File: config.mk
export PLATFORM = sky130hd
export DESIGN_NAME = tmr_irq_ctrl
export DESIGN_NICKNAME = d
export VERILOG_FILES = /design/src/rtl/tmr_irq_pkg.sv /design/src/rtl/tmr_flag_cell.sv /design/src/rtl/tmr_mask_reg.sv /design/src/rtl/tmr_irq_arb.sv /design/src/rtl/tmr_irq_ctrl.sv
export SDC_FILE = /design/constraint.sdc
export NUM_CORES = 1
export LEC_CHECK = 0
export CORE_MARGIN = 2
export CORE_UTILIZATION = 30
export DETAILED_ROUTE_END_ITERATION = 10
export DONT_BUFFER_PORTS = 1
export PLACE_DENSITY = 0.45
export REMOVE_ABC_BUFFERS = 1
export SLEW_MARGIN = 20
export SYNTH_ARGS = -nofsm -noshare
export SYNTH_HDL_FRONTEND = slang
export SYNTH_SLANG_ARGS = --single-unit
File: constraint.sdc
create_clock -name clk -period 1.42 [get_ports clk]
set_input_delay 0.213 -clock clk [delete_from_list [all_inputs] [get_ports clk]]
set_output_delay 0.213 -clock clk [all_outputs]
set_load 0.02 [all_outputs]
File: src/rtl/tmr_irq_pkg.sv
package tmr_irq_pkg;

    localparam int NSRC = 4;
    localparam int DW   = 8;
    localparam int VW   = 3;
    localparam int VEC_BASE = 3;

    // source index doubles as priority rank: lower index, lower vector
    typedef enum logic [1:0] {
        SRC_CAP  = 2'd0,
        SRC_CMPA = 2'd1,
        SRC_OVF1 = 2'd2,
        SRC_OVF0 = 2'd3
    } src_e;

    typedef enum logic {
        REG_MASK = 1'b0,
        REG_FLAG = 1'b1
    } reg_sel_e;

    typedef struct packed {
        logic           wr;
        reg_sel_e       sel;
        logic [DW-1:0]  data;
    } bus_req_t;

    typedef struct packed {
        logic           valid;
        logic [VW-1:0]  vec;
    } grant_t;

    function automatic int bit_pos(input int src);
        case (src)
            0:       return 3;
            1:       return 6;
            2:       return 7;
            default: return 1;
        endcase
    endfunction

    function automatic logic [VW-1:0] vec_of(input int src);
        return VW'(VEC_BASE + src);
    endfunction

    function automatic logic [DW-1:0] live_bits();
        logic [DW-1:0] m;
        m = '0;
        for (int i = 0; i < NSRC; i++) m[bit_pos(i)] = 1'b1;
        return m;
    endfunction

endpackage

File: src/rtl/tmr_flag_cell.sv
module tmr_flag_cell (
    input  logic clk,
    input  logic rst,
    input  logic set_i,
    input  logic clr_i,
    output logic flag_o
);
    logic flag_q;

    always_ff @(posedge clk) begin
        if (rst)        flag_q <= 1'b0;
        else if (set_i) flag_q <= 1'b1;
        else if (clr_i) flag_q <= 1'b0;
    end

    assign flag_o = flag_q;

    AST_EVENT_SETS: assert property (@(posedge clk) disable iff (rst) set_i |=> flag_o);
    AST_CLEAR_DROPS: assert property (@(posedge clk) disable iff (rst) (clr_i && !set_i) |=> !flag_o);
    AST_FLAG_HOLDS: assert property (@(posedge clk) disable iff (rst) (!clr_i && !set_i) |=> $stable(flag_o));
endmodule

File: src/rtl/tmr_mask_reg.sv
module tmr_mask_reg
    import tmr_irq_pkg::*;
(
    input  logic           clk,
    input  logic           rst,
    input  logic           wr_i,
    input  logic [DW-1:0]  wdata_i,
    output logic [DW-1:0]  mask_o,
    output logic [NSRC-1:0] en_o
);
    localparam logic [DW-1:0] LIVE = live_bits();

    logic [DW-1:0] mask_q;

    always_ff @(posedge clk) begin
        if (rst)       mask_q <= '0;
        else if (wr_i) mask_q <= wdata_i & LIVE;
    end

    assign mask_o = mask_q;

    for (genvar i = 0; i < NSRC; i++) begin : g_en
        assign en_o[i] = mask_q[bit_pos(i)];
    end

    AST_MASK_RESV: assert property (@(posedge clk) disable iff (rst) (mask_o & ~LIVE) == '0);
endmodule

File: src/rtl/tmr_irq_arb.sv
module tmr_irq_arb
    import tmr_irq_pkg::*;
(
    input  logic            clk,
    input  logic            rst,
    input  logic            gie_i,
    input  logic [NSRC-1:0] flag_i,
    input  logic [NSRC-1:0] en_i,
    output grant_t          grant_o
);
    logic [NSRC-1:0] pend;
    logic [NSRC-1:0] onehot;

    assign pend = gie_i ? (flag_i & en_i) : '0;

    always_comb begin
        onehot = '0;
        for (int i = NSRC - 1; i >= 0; i--) begin
            if (pend[i]) onehot = NSRC'(1) << i;
        end
    end

    always_comb begin
        grant_o = '0;
        for (int i = 0; i < NSRC; i++) begin
            if (onehot[i]) begin
                grant_o.valid = 1'b1;
                grant_o.vec   = vec_of(i);
            end
        end
    end

    AST_ONE_WINNER: assert property (@(posedge clk) disable iff (rst) $onehot0(onehot));
endmodule

File: src/rtl/tmr_irq_ctrl.sv
module tmr_irq_ctrl
    import tmr_irq_pkg::*;
(
    input  logic           clk,
    input  logic           rst,
    input  logic           ev_cap,
    input  logic           ev_cmpa,
    input  logic           ev_ovf1,
    input  logic           ev_ovf0,
    input  logic           bus_wr,
    input  logic           bus_sel,
    input  logic [7:0]     bus_wdata,
    output logic [7:0]     bus_rdata,
    input  logic           gie,
    input  logic           ack_valid,
    input  logic [2:0]     ack_vec,
    output logic           irq_req,
    output logic [2:0]     irq_vec
);
    localparam logic [DW-1:0] LIVE = live_bits();

    bus_req_t        breq;
    logic [NSRC-1:0] ev;
    logic [NSRC-1:0] flag;
    logic [NSRC-1:0] en;
    logic [DW-1:0]   mask_rd;
    logic [DW-1:0]   flag_rd;
    grant_t          grant;

    assign breq.wr   = bus_wr;
    assign breq.sel  = reg_sel_e'(bus_sel);
    assign breq.data = bus_wdata;

    assign ev[SRC_CAP]  = ev_cap;
    assign ev[SRC_CMPA] = ev_cmpa;
    assign ev[SRC_OVF1] = ev_ovf1;
    assign ev[SRC_OVF0] = ev_ovf0;

    tmr_mask_reg u_mask (
        .clk     (clk),
        .rst     (rst),
        .wr_i    (breq.wr && breq.sel == REG_MASK),
        .wdata_i (breq.data),
        .mask_o  (mask_rd),
        .en_o    (en)
    );

    for (genvar i = 0; i < NSRC; i++) begin : g_src
        logic wclr;
        logic aclr;
        assign wclr = breq.wr && breq.sel == REG_FLAG && breq.data[bit_pos(i)];
        assign aclr = ack_valid && ack_vec == vec_of(i);
        tmr_flag_cell u_cell (
            .clk    (clk),
            .rst    (rst),
            .set_i  (ev[i]),
            .clr_i  (wclr || aclr),
            .flag_o (flag[i])
        );
    end

    always_comb begin
        flag_rd = '0;
        for (int i = 0; i < NSRC; i++) flag_rd[bit_pos(i)] = flag[i];
    end

    assign bus_rdata = (breq.sel == REG_FLAG) ? flag_rd : mask_rd;

    tmr_irq_arb u_arb (
        .clk     (clk),
        .rst     (rst),
        .gie_i   (gie),
        .flag_i  (flag),
        .en_i    (en),
        .grant_o (grant)
    );

    assign irq_req = grant.valid;
    assign irq_vec = grant.vec;

    AST_REQ_NEEDS_GIE: assert property (@(posedge clk) disable iff (rst) irq_req |-> gie);
    AST_VEC_RANGE: assert property (@(posedge clk) disable iff (rst) irq_req |-> (irq_vec >= 3'd3 && irq_vec <= 3'd6));
    AST_RDATA_RESV: assert property (@(posedge clk) disable iff (rst) (bus_rdata & ~LIVE) == '0);
    AST_IDLE_VEC: assert property (@(posedge clk) disable iff (rst) !irq_req |-> irq_vec == '0);
endmodule

==> results of run 1 <==
==> per-layer routing <==
metal | share of wire, % | wire length (um) | vias up
met5 | 0 | 0 | -
met4 | 0.81 | 8 | 0
met3 | 9.6 | 95 | 2
met2 | 49 | 486 | 19
met1 | 40 | 398 | 162
li1 | - | - | 201
==> registers in the layout (all words and copies together), names as in the netlist <==
name	count
u_mask.mask_o	4
g_src.u_cell.flag_o	4
==> where the power goes <==
group | internal, mW | total [mW] | switching [mW]
logic | 0.0342 | 0.0795 | 0.0453
clock network | 0.0965 | 0.170 | 0.0735
registers | 0.239 | 0.253 | 0.0134
==> final timing paths <==
check	cells past startpoint	from	end	slack (ns)
worst min register to register	2	u_mask.mask_o[3]	u_mask.mask_o[3]	0.52
worst max register to register	2	g_src[2].u_cell.flag_o	g_src[2].u_cell.flag_o	0.69
worst max-delay path	4	g_src[1].u_cell.flag_o	irq_req	0.03
worst min-delay path	1	rst	g_src[0].u_cell.flag_o	0.03
==> critical path, cell delays in order, from the launching register on <==
cell                       delay [ns]
sky130_fd_sc_hd__dfxtp_2         0.33
sky130_fd_sc_hd__a22o_1          0.25
sky130_fd_sc_hd__a21oi_2         0.12
sky130_fd_sc_hd__a21boi_1        0.07
sky130_fd_sc_hd__buf_4           0.16
==> kinds of logic after synthesis <==
| family | share of synthesized area, % |
|---|---|
| AO/OA/AOI/OAI | 12.6 |
| buffers and inverters | 11.9 |
| flip-flops | 32.3 |
| multiplexers | 17.2 |
| other | 0.757 |
| AND/OR/NAND/NOR | 25.3 |
==> repair_timing <==
action | CTS | global route
resized for setup | 2 | 2
pin swaps | 0 | 2
setup endpoints to repair | 2 | 3
==> cells in the final DEF (no fill, tap or decap), types with 2 or more instances in the layout <==
| cell | synthesis | routed |
|---|---|---|
| sky130_fd_sc_hd__clkbuf_4 | 0 | 3 |
| sky130_fd_sc_hd__dfxtp_1 | 8 | 7 |
| sky130_fd_sc_hd__buf_4 | 5 | 2 |
| sky130_fd_sc_hd__conb_1 | 1 | 4 |
| sky130_fd_sc_hd__mux2i_1 | 4 | 4 |
| sky130_fd_sc_hd__nor3_1 | 3 | 3 |
| sky130_fd_sc_hd__a21oi_1 | 4 | 3 |
| sky130_fd_sc_hd__mux2_2 | 4 | 4 |
| sky130_fd_sc_hd__nand3_1 | 5 | 5 |
| sky130_fd_sc_hd__nor2_1 | 6 | 6 |
| sky130_fd_sc_hd__nand2_1 | 5 | 5 |
==> metrics by stage <==
stage	setup TNS, ns	worst slack [ns]
3_3_place_gp	0	0.244
2_1_floorplan	0	0.260
5_1_grt	-0.0750	-0.0372
4_1_cts	0	0.000541
6_report	0	0.0290
3_5_place_dp	0	0.243
==> layout make-up <==
class                           count  area share, %
Multi-Input combinational cell     46           57.3
Sequential cell                     8           31.5
Clock buffer                        3           4.39
Tap cell                           16           3.90
Timing Repair Buffer                2           2.93
==> results.json, run 1 <==
{
  "status": "finished clean",
  "drtIter0Drc": 0,
  "biggest_area_contributors_in_the_synthesized_netlist": "sky130_fd_sc_hd__dfxtp_1, sky130_fd_sc_hd__mux2_2, sky130_fd_sc_hd__mux2i_1, sky130_fd_sc_hd__buf_4, sky130_fd_sc_hd__nand3_1",
  "power_mw": 0.502,
  "timing.max_cap.violations": 0,
  "ys.flop_type": "sky130_fd_sc_hd__dfxtp_1",
  "hold_viol": 0,
  "skew_ns": 0,
  "final_period_minus_worst_setup_slack_ns": 1.39,
  "highest_ir_drop_seen_on_vdd_uv": 401,
  "global_route.usage.total_pct": 11.5,
  "grt_first_pass_wirelength_um": 1560,
  "design.die.area_um2": 1990,
  "yosys.area.top_type": "sky130_fd_sc_hd__dfxtp_1",
  "most_utilized_layer_in_the_global_route_result": "met2",
  "design_area_um2": 513,
  "totalWireLength_um": 987,
  "postCtsSetupRepairBufs": 0,
  "max_freq_mhz": 719,
  "multiInputGateArea_um2": 294,
  "met2_track_demand_over_resource_in_global_routing_pct": 18.3,
  "synthesis.area_per_instance_um2": 8.54,
  "clk_transition_reported_paths_ns": 0.05,
  "pin_count_of_the_biggest_net_entering_global_routing": 10,
  "detail-route-antenna-nets": 0,
  "register_area_um2": 161,
  "hold_slack_ns": 0.0282,
  "fraction_of_post_synthesis_cell_area_in_the_top_cell_type_by_area_pct": 32.3,
  "place.gp.congestion": 0.671,
  "die_x_um": 44.6,
  "via_count_of_the_first_global_routing_pass": 382,
  "core_area_um2": 1520,
  "critical_setup_path_class": "register to primary output",
  "synthesis.area_um2": 495,
  "floorplan.io_pins": 33,
  "synth_seq_area_share_pct": 32.3,
  "grt_antenna_before_repair": 0,
  "dp_hpwl_um": 815,
  "design.final.nets": 82,
  "cts_buffer_depth": 2,
  "drt_pass1_iterations": 1,
  "grt_setup_unrepaired": "yes",
  "worst_hold_path_type": "input port to register",
  "cts_inserted_buffers": 3,
  "synthesis.instances": 58,
  "synth_enable_flop_cells": 0,
  "cp-start-kind": "register",
  "utilization_pct": 33.7,
  "start_util_pct": 32.5,
  "cp.required_ns": 1.21,
  "dr_total_vias": 384,
  "die_y_um": 44.6,
  "yosysWarningCount": 0,
  "drive_gt1_share_pct": 22.0,
  "post_layout_cell_count": 75,
  "p_leak_nw": 0.197,
  "numClockSinks": 8,
  "antenna-diode-count": 0,
  "area_delta_synth_final_pct": 3.54,
  "placed_cells_incl_taps": 72,
  "globalRouteMet3Util_pct": 3.67,
  "routed_wl_per_cell_um": 13.2,
  "synth_async_sr_flop_share_pct": 0,
  "met1_global_route_usage_pct": 11.8,
  "drc": 0,
  "cellPowerDensity_nw_per_um2": 979,
  "h_tree_lvls": 1,
  "post_dp_cell_area_um2": 483,
  "post_synth_num_cell_types": 23,
  "grt_overflow_total": 0,
  "share_of_the_clock_period_used_by_the_worst_path_pct": 98.0,
  "end_kind": "primary output",
  "finalSetupViolations": 0,
  "postCtsHoldBufs": 0,
  "vias_per_cell": 5.12,
  "synth-seq-cells": 8,
  "timing.critical_path.fanout_max": 4,
  "netlist_top_cells_count": "sky130_fd_sc_hd__dfxtp_1, sky130_fd_sc_hd__nor2_1, sky130_fd_sc_hd__buf_4, sky130_fd_sc_hd__nand2_1, sky130_fd_sc_hd__nand3_1",
  "n_fill_cell": 177,
  "port_buffers": 0,
  "worst-endpoint-arrival_ns": 1.18,
  "drv_slew": 0,
  "worst_skew_pair.late_latency_ns": 0.25,
  "cts_tree": "done",
  "clockRootBuffer": "sky130_fd_sc_hd__clkbuf_4",
  "rows": 14,
  "synthMostInstantiatedCell": "sky130_fd_sc_hd__dfxtp_1"
}
Power figures use the tool's default switching activity.
==> run 2: changes to the inputs <==
Settings changed: SETUP_SLACK_MARGIN set to 0.4.
==> run 2 against run 1 <==
Final area grew 14%. Sequential cell count unchanged. Global-route usage grew 0.58 points. Largest cell class unchanged. Non-clock buffer count grew 4. Clock power barely moved. Clock-buffer cell count is the same. Combinational power grew 28%. Critical path depth unchanged. Via count is 4.9% higher. Worst setup slack gained 0.0098 ns. Sequential share of layout area down 2.0 points. Die area did not move.
==> results.json, run 2 (synthesis gave the netlist of run 1 again) <==
{
  "timing.critical_path.fanout_max": 3,
  "area_delta_synth_final_pct": 18.4,
  "design.final.nets": 86,
  "pin_count_of_the_biggest_net_entering_global_routing": 10,
  "global_route.usage.total_pct": 12.1,
  "max_freq_mhz": 724,
  "combinationalPowerShare_pct": 19.5,
  "post-route-worst-setup-slack_ns": 0.0388,
  "numClockSinks": 8,
  "crit_path_top_delay_cell": "sky130_fd_sc_hd__dfxtp_2",
  "end_kind": "primary output",
  "clk_transition_reported_paths_ns": 0.05,
  "final_cell_mix": "sky130_fd_sc_hd__dfxtp_2, sky130_fd_sc_hd__nand3_1, sky130_fd_sc_hd__nor2_1",
  "cp.required_ns": 1.21,
  "final_period_minus_worst_setup_slack_ns": 1.38,
  "worst-endpoint-arrival_ns": 1.17,
  "tns_ns": 0,
  "status": "finished clean",
  "die_y_um": 44.6,
  "drive_gt1_share_pct": 41.3,
  "place.gp.congestion": 0.671,
  "power.share.sequential_pct": 48.5,
  "grt_overflow_total": 0,
  "hold_slack_ns": 0.0208,
  "cts_inserted_buffers": 3,
  "grt_first_pass_wirelength_um": 1670,
  "cts_tree": "done",
  "skew_ns": 0,
  "clockRootBuffer": "sky130_fd_sc_hd__clkbuf_4",
  "floorplan.io_pins": 33,
  "highest_ir_drop_seen_on_vdd_uv": 450,
  "port_buffers": 0,
  "top_cell_family_by_delay_on_the_critical_path": "compound AO/OA/AOI/OAI gates",
  "vias_per_cell": 5.10,
  "critical_setup_path_class": "register to primary output",
  "rows": 14,
  "cp_slowest_stage_delay_ns": 0.32,
  "drt_pass1_iterations": 2,
  "via_count_of_the_first_global_routing_pass": 405,
  "post_layout_cell_count": 79,
  "hold_viol": 0,
  "start_util_pct": 32.5,
  "h_tree_lvls": 1,
  "cell_internal_pwr_mw": 0.389,
  "power.share.clock_pct": 32.0,
  "netSwitchingPower_mw": 0.137,
  "core_area_um2": 1520,
  "drc": 0,
  "drv_slew": 0,
  "placed_cells_incl_taps": 72,
  "cp-start-kind": "register",
  "die_x_um": 44.6,
  "grt_antenna_before_repair": 0,
  "antenna-diode-count": 0,
  "detail-route-antenna-nets": 0,
  "critical_path.cell_chain": "a22o_1, a21oi_2, a21boi_1, buf_4",
  "worst_hold_path_type": "input port to register",
  "totalWireLength_um": 1020,
  "dp_worst_setup_slack_ns": 0.243,
  "worst-path-buf-inv": 1,
  "grt_setup_unrepaired": "yes",
  "layout.cells.most_common": "sky130_fd_sc_hd__dfxtp_2",
  "p_sw_share_pct": 26.0,
  "cellPowerDensity_nw_per_um2": 896,
  "share_of_the_clock_period_used_by_the_worst_path_pct": 97.3,
  "routed_wl_per_cell_um": 12.9,
  "finalSetupViolations": 0,
  "drtIter0Drc": 2,
  "power_mw": 0.526,
  "timing.max_cap.violations": 0,
  "dr_total_vias": 403,
  "worst_skew_pair.late_latency_ns": 0.25,
  "p_leak_nw": 0.236,
  "dp_hpwl_um": 815,
  "cts_buffer_depth": 2,
  "design.die.area_um2": 1990
}
run 2: cell types whose count changed in the layout (fill, tap and decap cells not counted), sizes merged:
cell and delta:
buf +4
run 2: timing repair:
| item | in CTS | in global routing |
|---|---|---|
| resized for setup | 17 | 5 |
| endpoints found under the setup margin | 8 | 8 |
| endpoints found under the hold margin | 0 | 0 |
| buffers inserted | 3 | 1 |
| hold buffers | 0 | 0 |
| pin swaps | 2 | 5 |
run 2: metrics by stage:
stage               utilization, %  area (um2)
floorplan                        -         448
global placement              31.7         483
detailed placement            31.7         483
CTS                           37.4         569
global route                  38.5         587
finish                        38.5         587
run 2: power groups by stage:
stage	Clock (mW)	Combinational [mW]	Sequential (mW)
6_report	0.168	0.102	0.255
3_5_place_dp	0	0.0794	0.257
2_1_floorplan	0	0.0712	0.253
4_1_cts	0.180	0.0999	0.255
5_1_grt	0.192	0.111	0.258
3_3_place_gp	0	0.0791	0.256
run 2: cell type report:
class | count | area (um2)
sequential | 8 | 173
timing repair buffer | 6 | 52.6
tap | 16 | 20.0
fill | 177 | 937
multi-input combinational | 46 | 319
clock buffer | 3 | 22.5
run 2: path summary, 6_finish.rpt:
| path | from | to | slack (ns) | depth (start not counted) |
|---|---|---|---|---|
| min reg2reg | u_mask.mask_o[3] | u_mask.mask_o[3] | 0.51 | 2 |
| min | rst | u_mask.mask_o[1] | 0.02 | 1 |
| max | u_mask.mask_o[6] | irq_req | 0.04 | 4 |
| max reg2reg | g_src[1].u_cell.flag_o | g_src[1].u_cell.flag_o | 0.59 | 4 |
run 2: metal layers:
metal  GRT usage [%]  share of wire, %  vias to the layer above
met4            10.9               1.2                        0
met3            3.67               9.1                        2
met5               0                 0                        -
met1            12.8                41                      170
li1                -                 -                      212
met2            19.1                48                       19
